$ cat config.mk
export PLATFORM = sky130hd
export DESIGN_NAME = tx_ring_engine
export DESIGN_NICKNAME = d
export VERILOG_FILES = /design/src/rtl/tre_pkg.sv /design/src/rtl/tre_ring_idx.sv /design/src/rtl/tre_addr_gen.sv /design/src/rtl/tx_ring_engine.sv
export SDC_FILE = /design/constraint.sdc
export NUM_CORES = 1
export LEC_CHECK = 0
export ABC_CLOCK_PERIOD_IN_PS = 5100
export CAP_MARGIN = 20
export CELL_PAD_IN_SITES_DETAIL_PLACEMENT = 1
export CELL_PAD_IN_SITES_GLOBAL_PLACEMENT = 2
export CORE_MARGIN = 3
export CORE_UTILIZATION = 24
export CTS_BUF_LIST = sky130_fd_sc_hd__clkbuf_8
export DETAILED_ROUTE_END_ITERATION = 8
export GPL_TIMING_DRIVEN = 0
export MAX_ROUTING_LAYER = met4
export PLACE_DENSITY = 0.92
export SLEW_MARGIN = 20
export SYNTH_ARGS = -nofsm -noshare
export SYNTH_HDL_FRONTEND = slang
export SYNTH_SLANG_ARGS = --single-unit
$ cat constraint.sdc
create_clock -name clk -period 5.1 [get_ports clk]
set_input_delay 1.02 -clock clk [delete_from_list [all_inputs] [get_ports clk]]
set_output_delay 1.02 -clock clk [all_outputs]
set_load 0.005 [all_outputs]
$ cat src/rtl/tre_pkg.sv
package tre_pkg;
   typedef enum logic [2:0] {
      ST_IDLE,
      ST_RD_BUF,
      ST_RD_CTL,
      ST_OFFER,
      ST_WAIT,
      ST_WR_STAT,
      ST_ADV
   } tre_state_e;
endpackage

$ cat src/rtl/tre_ring_idx.sv
module tre_ring_idx #(
   parameter int IW = 8
) (
   input  logic          clk,
   input  logic          rst_n,
   input  logic          adv,
   input  logic [IW-1:0] last_idx,
   input  logic [IW-1:0] prod_idx,
   output logic [IW-1:0] cons_idx,
   output logic          empty,
   output logic          drained
);
   logic [IW-1:0] step_idx;

   assign step_idx = (cons_idx == last_idx) ? '0 : cons_idx + 1'b1;
   assign empty    = (cons_idx == prod_idx);

   always_ff @(posedge clk) begin
      if (!rst_n) begin
         cons_idx <= '0;
         drained  <= 1'b0;
      end else begin
         drained <= adv && (step_idx == prod_idx);
         if (adv) cons_idx <= step_idx;
      end
   end

   // the top slot wraps to zero
   a_r2_wrap: assert property (@(posedge clk) disable iff (!rst_n)
      (adv && cons_idx == last_idx) |=> (cons_idx == '0));
   // the index stays inside the ring
   a_r2_in_range: assert property (@(posedge clk) disable iff (!rst_n)
      adv |=> (cons_idx <= last_idx));
   // the drained pulse lasts one cycle
   a_r8_irq_pulse: assert property (@(posedge clk) disable iff (!rst_n)
      drained |=> !drained);
endmodule

$ cat src/rtl/tre_addr_gen.sv
module tre_addr_gen #(
   parameter int AW         = 16,
   parameter int IW         = 8,
   parameter int WB         = 4,
   parameter int DESC_WORDS = 2
) (
   input  logic [AW-1:0] desc_base,
   input  logic [AW-1:0] stat_base,
   input  logic [IW-1:0] idx,
   input  logic          ctl_word,
   output logic [AW-1:0] desc_addr,
   output logic [AW-1:0] stat_addr
);
   localparam int STRIDE   = DESC_WORDS * WB;
   localparam int WB_SH    = $clog2(WB);
   localparam bit STR_POW2 = ((STRIDE & (STRIDE - 1)) == 0);

   logic [AW-1:0] idx_w;
   logic [AW-1:0] slot_off;
   logic [AW-1:0] word_off;

   assign idx_w    = {{(AW-IW){1'b0}}, idx};
   assign word_off = ctl_word ? AW'(WB) : '0;

   generate
      if (STR_POW2) begin : g_shift
         assign slot_off = idx_w << $clog2(STRIDE);
      end else begin : g_mult
         assign slot_off = idx_w * AW'(STRIDE);
      end
   endgenerate

   assign desc_addr = desc_base + slot_off + word_off;
   assign stat_addr = stat_base + (idx_w << WB_SH);
endmodule

$ cat src/rtl/tx_ring_engine.sv
module tx_ring_engine
   import tre_pkg::*;
#(
   parameter int AW         = 16,
   parameter int DW         = 32,
   parameter int IW         = 8,
   parameter int LW         = 16,
   parameter int DESC_WORDS = 2
) (
   input  logic          clk,
   input  logic          rst_n,
   input  logic          en,
   input  logic [AW-1:0] desc_base,
   input  logic [AW-1:0] stat_base,
   input  logic [IW-1:0] last_idx,
   input  logic [IW-1:0] prod_idx,
   output logic [IW-1:0] cons_idx,
   output logic          mem_req,
   output logic          mem_we,
   output logic [AW-1:0] mem_addr,
   output logic [DW-1:0] mem_wdata,
   input  logic          mem_ack,
   input  logic [DW-1:0] mem_rdata,
   output logic          fo_valid,
   output logic [AW-1:0] fo_addr,
   output logic [LW-1:0] fo_len,
   input  logic          fo_ready,
   input  logic          fo_done,
   input  logic          fo_err,
   output logic          irq_done
);
   localparam int WB  = DW / 8;
   localparam int UW  = (AW > LW) ? AW : LW;
   localparam int PAD = DW - 1 - LW;

   generate
      if (DW % 8 != 0 || (WB & (WB - 1)) != 0) begin : g_bad_dw
         $error("data width must be a power-of-two number of bytes");
      end
      if (AW > DW || AW <= IW) begin : g_bad_aw
         $error("address width must exceed index width and fit in a word");
      end
      if (LW > DW - 2) begin : g_bad_lw
         $error("length field leaves no room for the error flag");
      end
      if (DESC_WORDS < 2) begin : g_bad_dwords
         $error("descriptor needs at least two words");
      end
   endgenerate

   tre_state_e    state, state_nx;
   logic [AW-1:0] buf_q;
   logic [LW-1:0] len_q;
   logic          err_q;
   logic          adv, empty;
   logic [AW-1:0] desc_addr, stat_addr;

   tre_ring_idx #(.IW(IW)) u_idx (
      .clk      (clk),
      .rst_n    (rst_n),
      .adv      (adv),
      .last_idx (last_idx),
      .prod_idx (prod_idx),
      .cons_idx (cons_idx),
      .empty    (empty),
      .drained  (irq_done)
   );

   tre_addr_gen #(.AW(AW), .IW(IW), .WB(WB), .DESC_WORDS(DESC_WORDS)) u_addr (
      .desc_base (desc_base),
      .stat_base (stat_base),
      .idx       (cons_idx),
      .ctl_word  (state == ST_RD_CTL),
      .desc_addr (desc_addr),
      .stat_addr (stat_addr)
   );

   generate
      if (UW < DW) begin : g_unused_hi
         logic unused_rdata_hi;
         assign unused_rdata_hi = ^mem_rdata[DW-1:UW];
      end
   endgenerate

   always_comb begin
      state_nx = state;
      case (state)
         ST_IDLE:    if (en && !empty) state_nx = ST_RD_BUF;
         ST_RD_BUF:  if (mem_ack)      state_nx = ST_RD_CTL;
         ST_RD_CTL:  if (mem_ack)      state_nx = ST_OFFER;
         ST_OFFER:   if (fo_ready)     state_nx = ST_WAIT;
         ST_WAIT:    if (fo_done)      state_nx = ST_WR_STAT;
         ST_WR_STAT: if (mem_ack)      state_nx = ST_ADV;
         ST_ADV:                       state_nx = ST_IDLE;
         default:                      state_nx = ST_IDLE;
      endcase
   end

   always_ff @(posedge clk) begin
      if (!rst_n) begin
         state <= ST_IDLE;
         buf_q <= '0;
         len_q <= '0;
         err_q <= 1'b0;
      end else begin
         state <= state_nx;
         if (state == ST_RD_BUF && mem_ack) buf_q <= mem_rdata[AW-1:0];
         if (state == ST_RD_CTL && mem_ack) len_q <= mem_rdata[LW-1:0];
         if (state == ST_WAIT && fo_done)   err_q <= fo_err;
      end
   end

   assign adv       = (state == ST_ADV);
   assign mem_req   = (state == ST_RD_BUF) || (state == ST_RD_CTL) || (state == ST_WR_STAT);
   assign mem_we    = (state == ST_WR_STAT);
   assign mem_addr  = mem_we ? stat_addr : desc_addr;
   assign mem_wdata = {err_q, {PAD{1'b0}}, len_q};
   assign fo_valid  = (state == ST_OFFER);
   assign fo_addr   = buf_q;
   assign fo_len    = len_q;

   // an offer is held steady until accepted
   a_r5_offer_hold: assert property (@(posedge clk) disable iff (!rst_n)
      (fo_valid && !fo_ready) |=> (fo_valid && $stable(fo_addr) && $stable(fo_len)));
   // a fetch only begins when the ring holds work
   a_r4_start_needs_work: assert property (@(posedge clk) disable iff (!rst_n)
      (state == ST_RD_BUF && $past(state) == ST_IDLE) |-> $past(prod_idx != cons_idx));
   // a fetch only begins while enabled
   a_r9_start_needs_en: assert property (@(posedge clk) disable iff (!rst_n)
      (state == ST_RD_BUF && $past(state) == ST_IDLE) |-> $past(en));
   // the status write is acknowledged before the index moves
   a_r6_stat_before_adv: assert property (@(posedge clk) disable iff (!rst_n)
      (cons_idx != $past(cons_idx)) |-> $past(mem_we && mem_ack, 2));
   // memory request held with a steady address until acknowledged
   a_r3_req_hold: assert property (@(posedge clk) disable iff (!rst_n)
      (mem_req && !mem_ack) |=> (mem_req && $stable(mem_addr) && $stable(mem_we)));
endmodule

# After elaboration in Yosys (flattened, before gate mapping)

Cells that the tools add are included.
W data, S select, Z words.

Register bits: 45
Bits of input ports: 87
Output and inout bits: 92
Word-level logic and storage cells: 45

Add/sub/neg operators: 4
Equality and inequality tests: 15
Mux-type cells: 10
Reduce and logical (&&, ||, !) cells: 10

Operators by type and width:

| cell                  | count |
|---|---|
| $eq A8 B8 Y1          | 3 |
| $mux W3               | 7 |
| $pmux W3 S6           | 1 |
| $add A16 B10 Y16      | 1 |
| $add A16 B11 Y16      | 1 |
| $add A16 B16 Y16      | 1 |
| $mux W16              | 1 |
| $eq A3 B3 Y1 const B  | 3 |
| $add A8 B1 Y8 const B | 1 |
| $mux W8               | 1 |
| $ne A2 B2 Y1 const B  | 4 |
| $eq A3 B2 Y1 const B  | 2 |
| $reduce_and A6 Y1     | 1 |
| $logic_and A1 B1 Y1   | 5 |
| $ne A2 B1 Y1 const B  | 2 |
| $eq A3 B1 Y1 const B  | 1 |
| $logic_not A3 Y1      | 1 |
| $logic_or A1 B1 Y1    | 2 |
| $logic_not A1 Y1      | 1 |

# Longest topological paths before layout

Depth in word-level cells: 5
Gate-level depth with buffers: 10
Gate-level depth less buffers: 10

# Modules after synthesis

Synthesis repeated with hierarchy kept, for this count alone.

Cell total of the unflattened synthesis: 472
Area total of the unflattened synthesis: 3837.4 um^2

By module, submodules not included:

| module         | instances | cells an instance | area each (um^2) | seq. area each (um^2) |
|---|---|---|---|---|
| tx_ring_engine | 1         | 224               | 1969.4           | 720.7 |
| tre_ring_idx   | 1         | 126               | 955.9            | 180.2 |
| tre_addr_gen   | 1         | 122               | 912.1            | 0.0 |

# Worst setup path after synthesis

Ideal clock, no wire load.

Path type: input to output
Start point: input port desc_base[2]
End point: output port mem_addr[12]
Arrival time: 2.687 ns
Data required time: 4.080 ns
Slack: 1.393 ns
Stages on the path: 8
Buffers on the path: 0
Cells stage by stage: ha_1 -> fa_1 -> a21o_1 -> a21oi_1 -> o21ai_0 -> a31oi_1 -> o21ai_0 -> a31oi_1

Word-level cells in the longest chain between the ends: 3

RTL lines:

| item             | line                  | text |
|---|---|---|
| from (decl)      | tx_ring_engine.sv:13  | `input logic [AW-1:0] desc_base,` |
| $add A16 B11 Y16 | tre_addr_gen.sv:33    | `assign desc_addr = desc_base + slot_off + word_off;` |
| $add A16 B16 Y16 | tre_addr_gen.sv:33    |  |
| $mux W16         | tx_ring_engine.sv:116 | `assign mem_addr = mem_we ? stat_addr : desc_addr;` |
| to (decl)        | tx_ring_engine.sv:20  | `output logic [AW-1:0] mem_addr,` |

No other way between the ends.

# Worst setup path after layout

Same ends and word-level chain as after synthesis.

==> impl_metrics.json <==
{
  "status": "finished clean",
  "syn_area_um2": 3601,
  "max_slew.worst_pin.slew_ns": 0.6557,
  "maxCapViolCount": 0,
  "area_growth_syn_to_layout_pct": 51.95,
  "clkSlewWorstSetupHoldPaths_ns": 0.10,
  "worstSkewPairLatency_ns": 0.30,
  "yosysUniqueCellTypes": 55,
  "ys_warn_count": 0,
  "viasPerCell": 4.661,
  "reg2reg_depth": 7,
  "fillers": 1746,
  "switching_share": 0.2608,
  "grt_usage": 0.1523,
  "pwr-share-comb": 0.254,
  "grt_pass1_wl_um": 20030,
  "grt_max_degree": 15,
  "tritoncts": "built",
  "gp_congestion": 0.8517,
  "setup_tns_ns": 0,
  "rrSetupSlack_ns": 2.53,
  "cp.arrival_ns": 3.91,
  "place.port_buffers": 147,
  "crit_type": "input pin to output pin",
  "critical-path-slowest-cell": "clkdlybuf4s50_1",
  "drive_above_1_share": 0.1069,
  "postCtsSetupBuffers": 0,
  "drtAntennaViolNets": 0,
  "rsz0062_at_grt": "false",
  "rows": 44,
  "path_max_fanout": 4,
  "layout_commonest_cell": "clkdlybuf4s50_1",
  "dp.cells": 803,
  "cpPeakStageDelay_ns": 0.52,
  "post_drt_wl_per_cell_um": 15.96,
  "p_sw_mw": 0.2257,
  "antenna_found_initial": 0,
  "path_buf_inv": 2,
  "final-setup-viol-count": 0,
  "min_path_type": "flip-flop to flip-flop",
  "internal_power_mw": 0.6396,
  "clkPwrFrac": 0.318,
  "core_area_um2": 14590,
  "final_nets": 733,
  "gr-total-overflow": 0,
  "drt_iter0_drc": 143,
  "synth_ff_type": "dfxtp_1",
  "num_vias": 3780,
  "yosysSeqAreaShare": 0.2502,
  "syn_avg_cell_area_um2": 7.862,
  "ys_ff_latch": 45,
  "required_ns": 4.08,
  "r2r-start": "u_idx.cons_idx[1]",
  "relSlewSlack": 0.5629,
  "period_minus_slack_ns": 4.931,
  "power.density_nw_per_um2": 158.2,
  "synth_area_leaders": "dfxtp_1, nand2_1, a21boi_0",
  "clock_path_buffers": 2,
  "cts_root_buf": "clkbuf_8",
  "cp-start-kind": "input pin",
  "initial_core_util": 0.2468,
  "finalCritPeriodShare": 0.9669,
  "drcViolationCount": 0,
  "min_to": "fo_addr[3]",
  "p_leak_nw": 2.084,
  "die-area_um2": 16510,
  "grt_pass1_vias": 4015,
  "clock-sinks": 45,
  "p_total_mw": 0.8653,
  "die_x_um": 128.5,
  "cp-end-kind": "output pin",
  "skew_ns": 0.01344,
  "hold_depth": 2,
  "synth_top_area_share": 0.2502,
  "cts_buffers": 5,
  "timing.rr.end": "u_idx.drained",
  "final_cell_mix": "clkdlybuf4s50_1, nand2_1, dfxtp_1, a21boi_0, buf_4",
  "timing.fmax_mhz": 202.8,
  "finalWirelength_um": 12940,
  "synth_top_cell_by_area": "dfxtp_1",
  "hold_start": "fo_addr[3]",
  "post-dp-hpwl_um": 10640,
  "synthesis.instances": 458,
  "holdWs_ns": 0.4703,
  "stdcell_count": 811,
  "maxSlewViolCount": 0,
  "synth_edf_count": 0,
  "fin_util": 0.3750,
  "ios": 179,
  "diodes": 0,
  "finalHoldViolations": 0,
  "first_pass_iters": 4,
  "die-height_um": 128.5,
  "cts_max_level": 2,
  "ys_async_sr_fraction": 0,
  "sequentialPowerShare": 0.428,
  "crit_chain": "clkdlybuf4s50_1, ha_1, fa_1, a21o_1, a21oi_1, o21ai_0, a31oi_1, o21ai_0, a31oi_1, clkdlybuf4s50_1",
  "crit_family": "compound AO/OA/AOI/OAI gates",
  "vdd_drop_max_uv": 100.7
}
Yosys cell counts, drive strengths merged (4+ instances only):
cell	n
mux2	6
ha	18
xnor2	28
nand4	5
o21ai	22
xor2	14
inv	11
nand3	7
nor2b	9
a21oi	21
clkbuf	11
buf	40
a211oi	6
mux2i	6
dfxtp	45
nor2	24
a21o	4
a21boi	39
nand2	86
nor3	5
nand3b	4
a31oi	5
a2111oi	4
what timing repair did:
action	4_1_cts	5_1_grt
hold buffers	0	0
endpoints found under the setup margin	0	1
hold endpoints to repair	0	0
gates resized for setup	0	1
flip-flops by register name, indices dropped and copies added, names as in the netlist:
signal and flops:
err_q 1, fo_addr 16, fo_len 16, state 3, u_idx.cons_idx 8, u_idx.drained 1
worst min-delay path, stage by stage (launching register included):
cell      delay (ns)
dfxtp_1         0.32
nand2_1         0.05
a21boi_0        0.06
stage by stage:
step / cell area, um^2 / setup slack [ns]
6_report: 5472 / 0.1689
3_5_place_dp: 5355 / 0.1484
3_3_place_gp: 5355 / 0.2485
4_1_cts: 5466 / 0.1489
2_1_floorplan: 3654 / 1.393
5_1_grt: 5472 / 0.04117
power groups by stage:
stage                     Sequential, mW  Combinational, mW  Clock [mW]
final                              0.370              0.220       0.275
after global routing               0.372              0.240       0.299
after CTS                          0.370              0.222       0.286
after detailed placement           0.378              0.221           0
after global placement             0.378              0.216           0
after floorplan                    0.378             0.0890           0
kinds of logic after synthesis:
| kind of cell | after synthesis | synth area share |
|---|---|---|
| multiplexers | 12 | 0.03648 |
| AO/OA/AOI/OAI | 114 | 0.2099 |
| AND/OR/NAND/NOR | 161 | 0.2113 |
| XOR/XNOR | 43 | 0.1126 |
| adder cells (fa/ha/maj) | 20 | 0.07366 |
| buffers and inverters | 62 | 0.1049 |
| flip-flops | 45 | 0.2502 |
| other | 1 | 0.001041 |
routing by layer:
layer	track usage	share of wire	vias up
li1	-	-	1866
met1	0.1823	0.42	1803
met2	0.2801	0.52	100
met3	0.01660	0.049	11
met4	0.02285	0.0090	0
met5	-	0	-
how the worst max path moves through the flow:
| stage | start | to | slack, ns | cells after the start |
|---|---|---|---|---|
| 6_report | desc_base[2] | mem_addr[12] | 0.17 | 10 |
| 5_1_grt | desc_base[2] | mem_addr[12] | 0.04 | 10 |
| 4_1_cts | desc_base[2] | mem_addr[12] | 0.15 | 10 |
| 3_5_place_dp | desc_base[2] | mem_addr[12] | 0.15 | 10 |
| 3_3_place_gp | desc_base[3] | mem_addr[13] | 0.25 | 9 |
| 2_1_floorplan | desc_base[2] | mem_addr[12] | 1.39 | 8 |
layout make-up:
class | instances | area (um^2) | area share
inverters | 11 | 41.29 | 0.007546
clock inverters | 3 | 42.54 | 0.007775
multi-input cells | 365 | 2380 | 0.4349
repair buffers | 147 | 1471 | 0.2689
clock buffers | 5 | 68.82 | 0.01258
well taps | 184 | 230.2 | 0.04208
flip-flops and latches | 45 | 900.9 | 0.1646
plain buffers | 51 | 336.6 | 0.06151
Note: power is estimated with default switching activity, not from simulation.
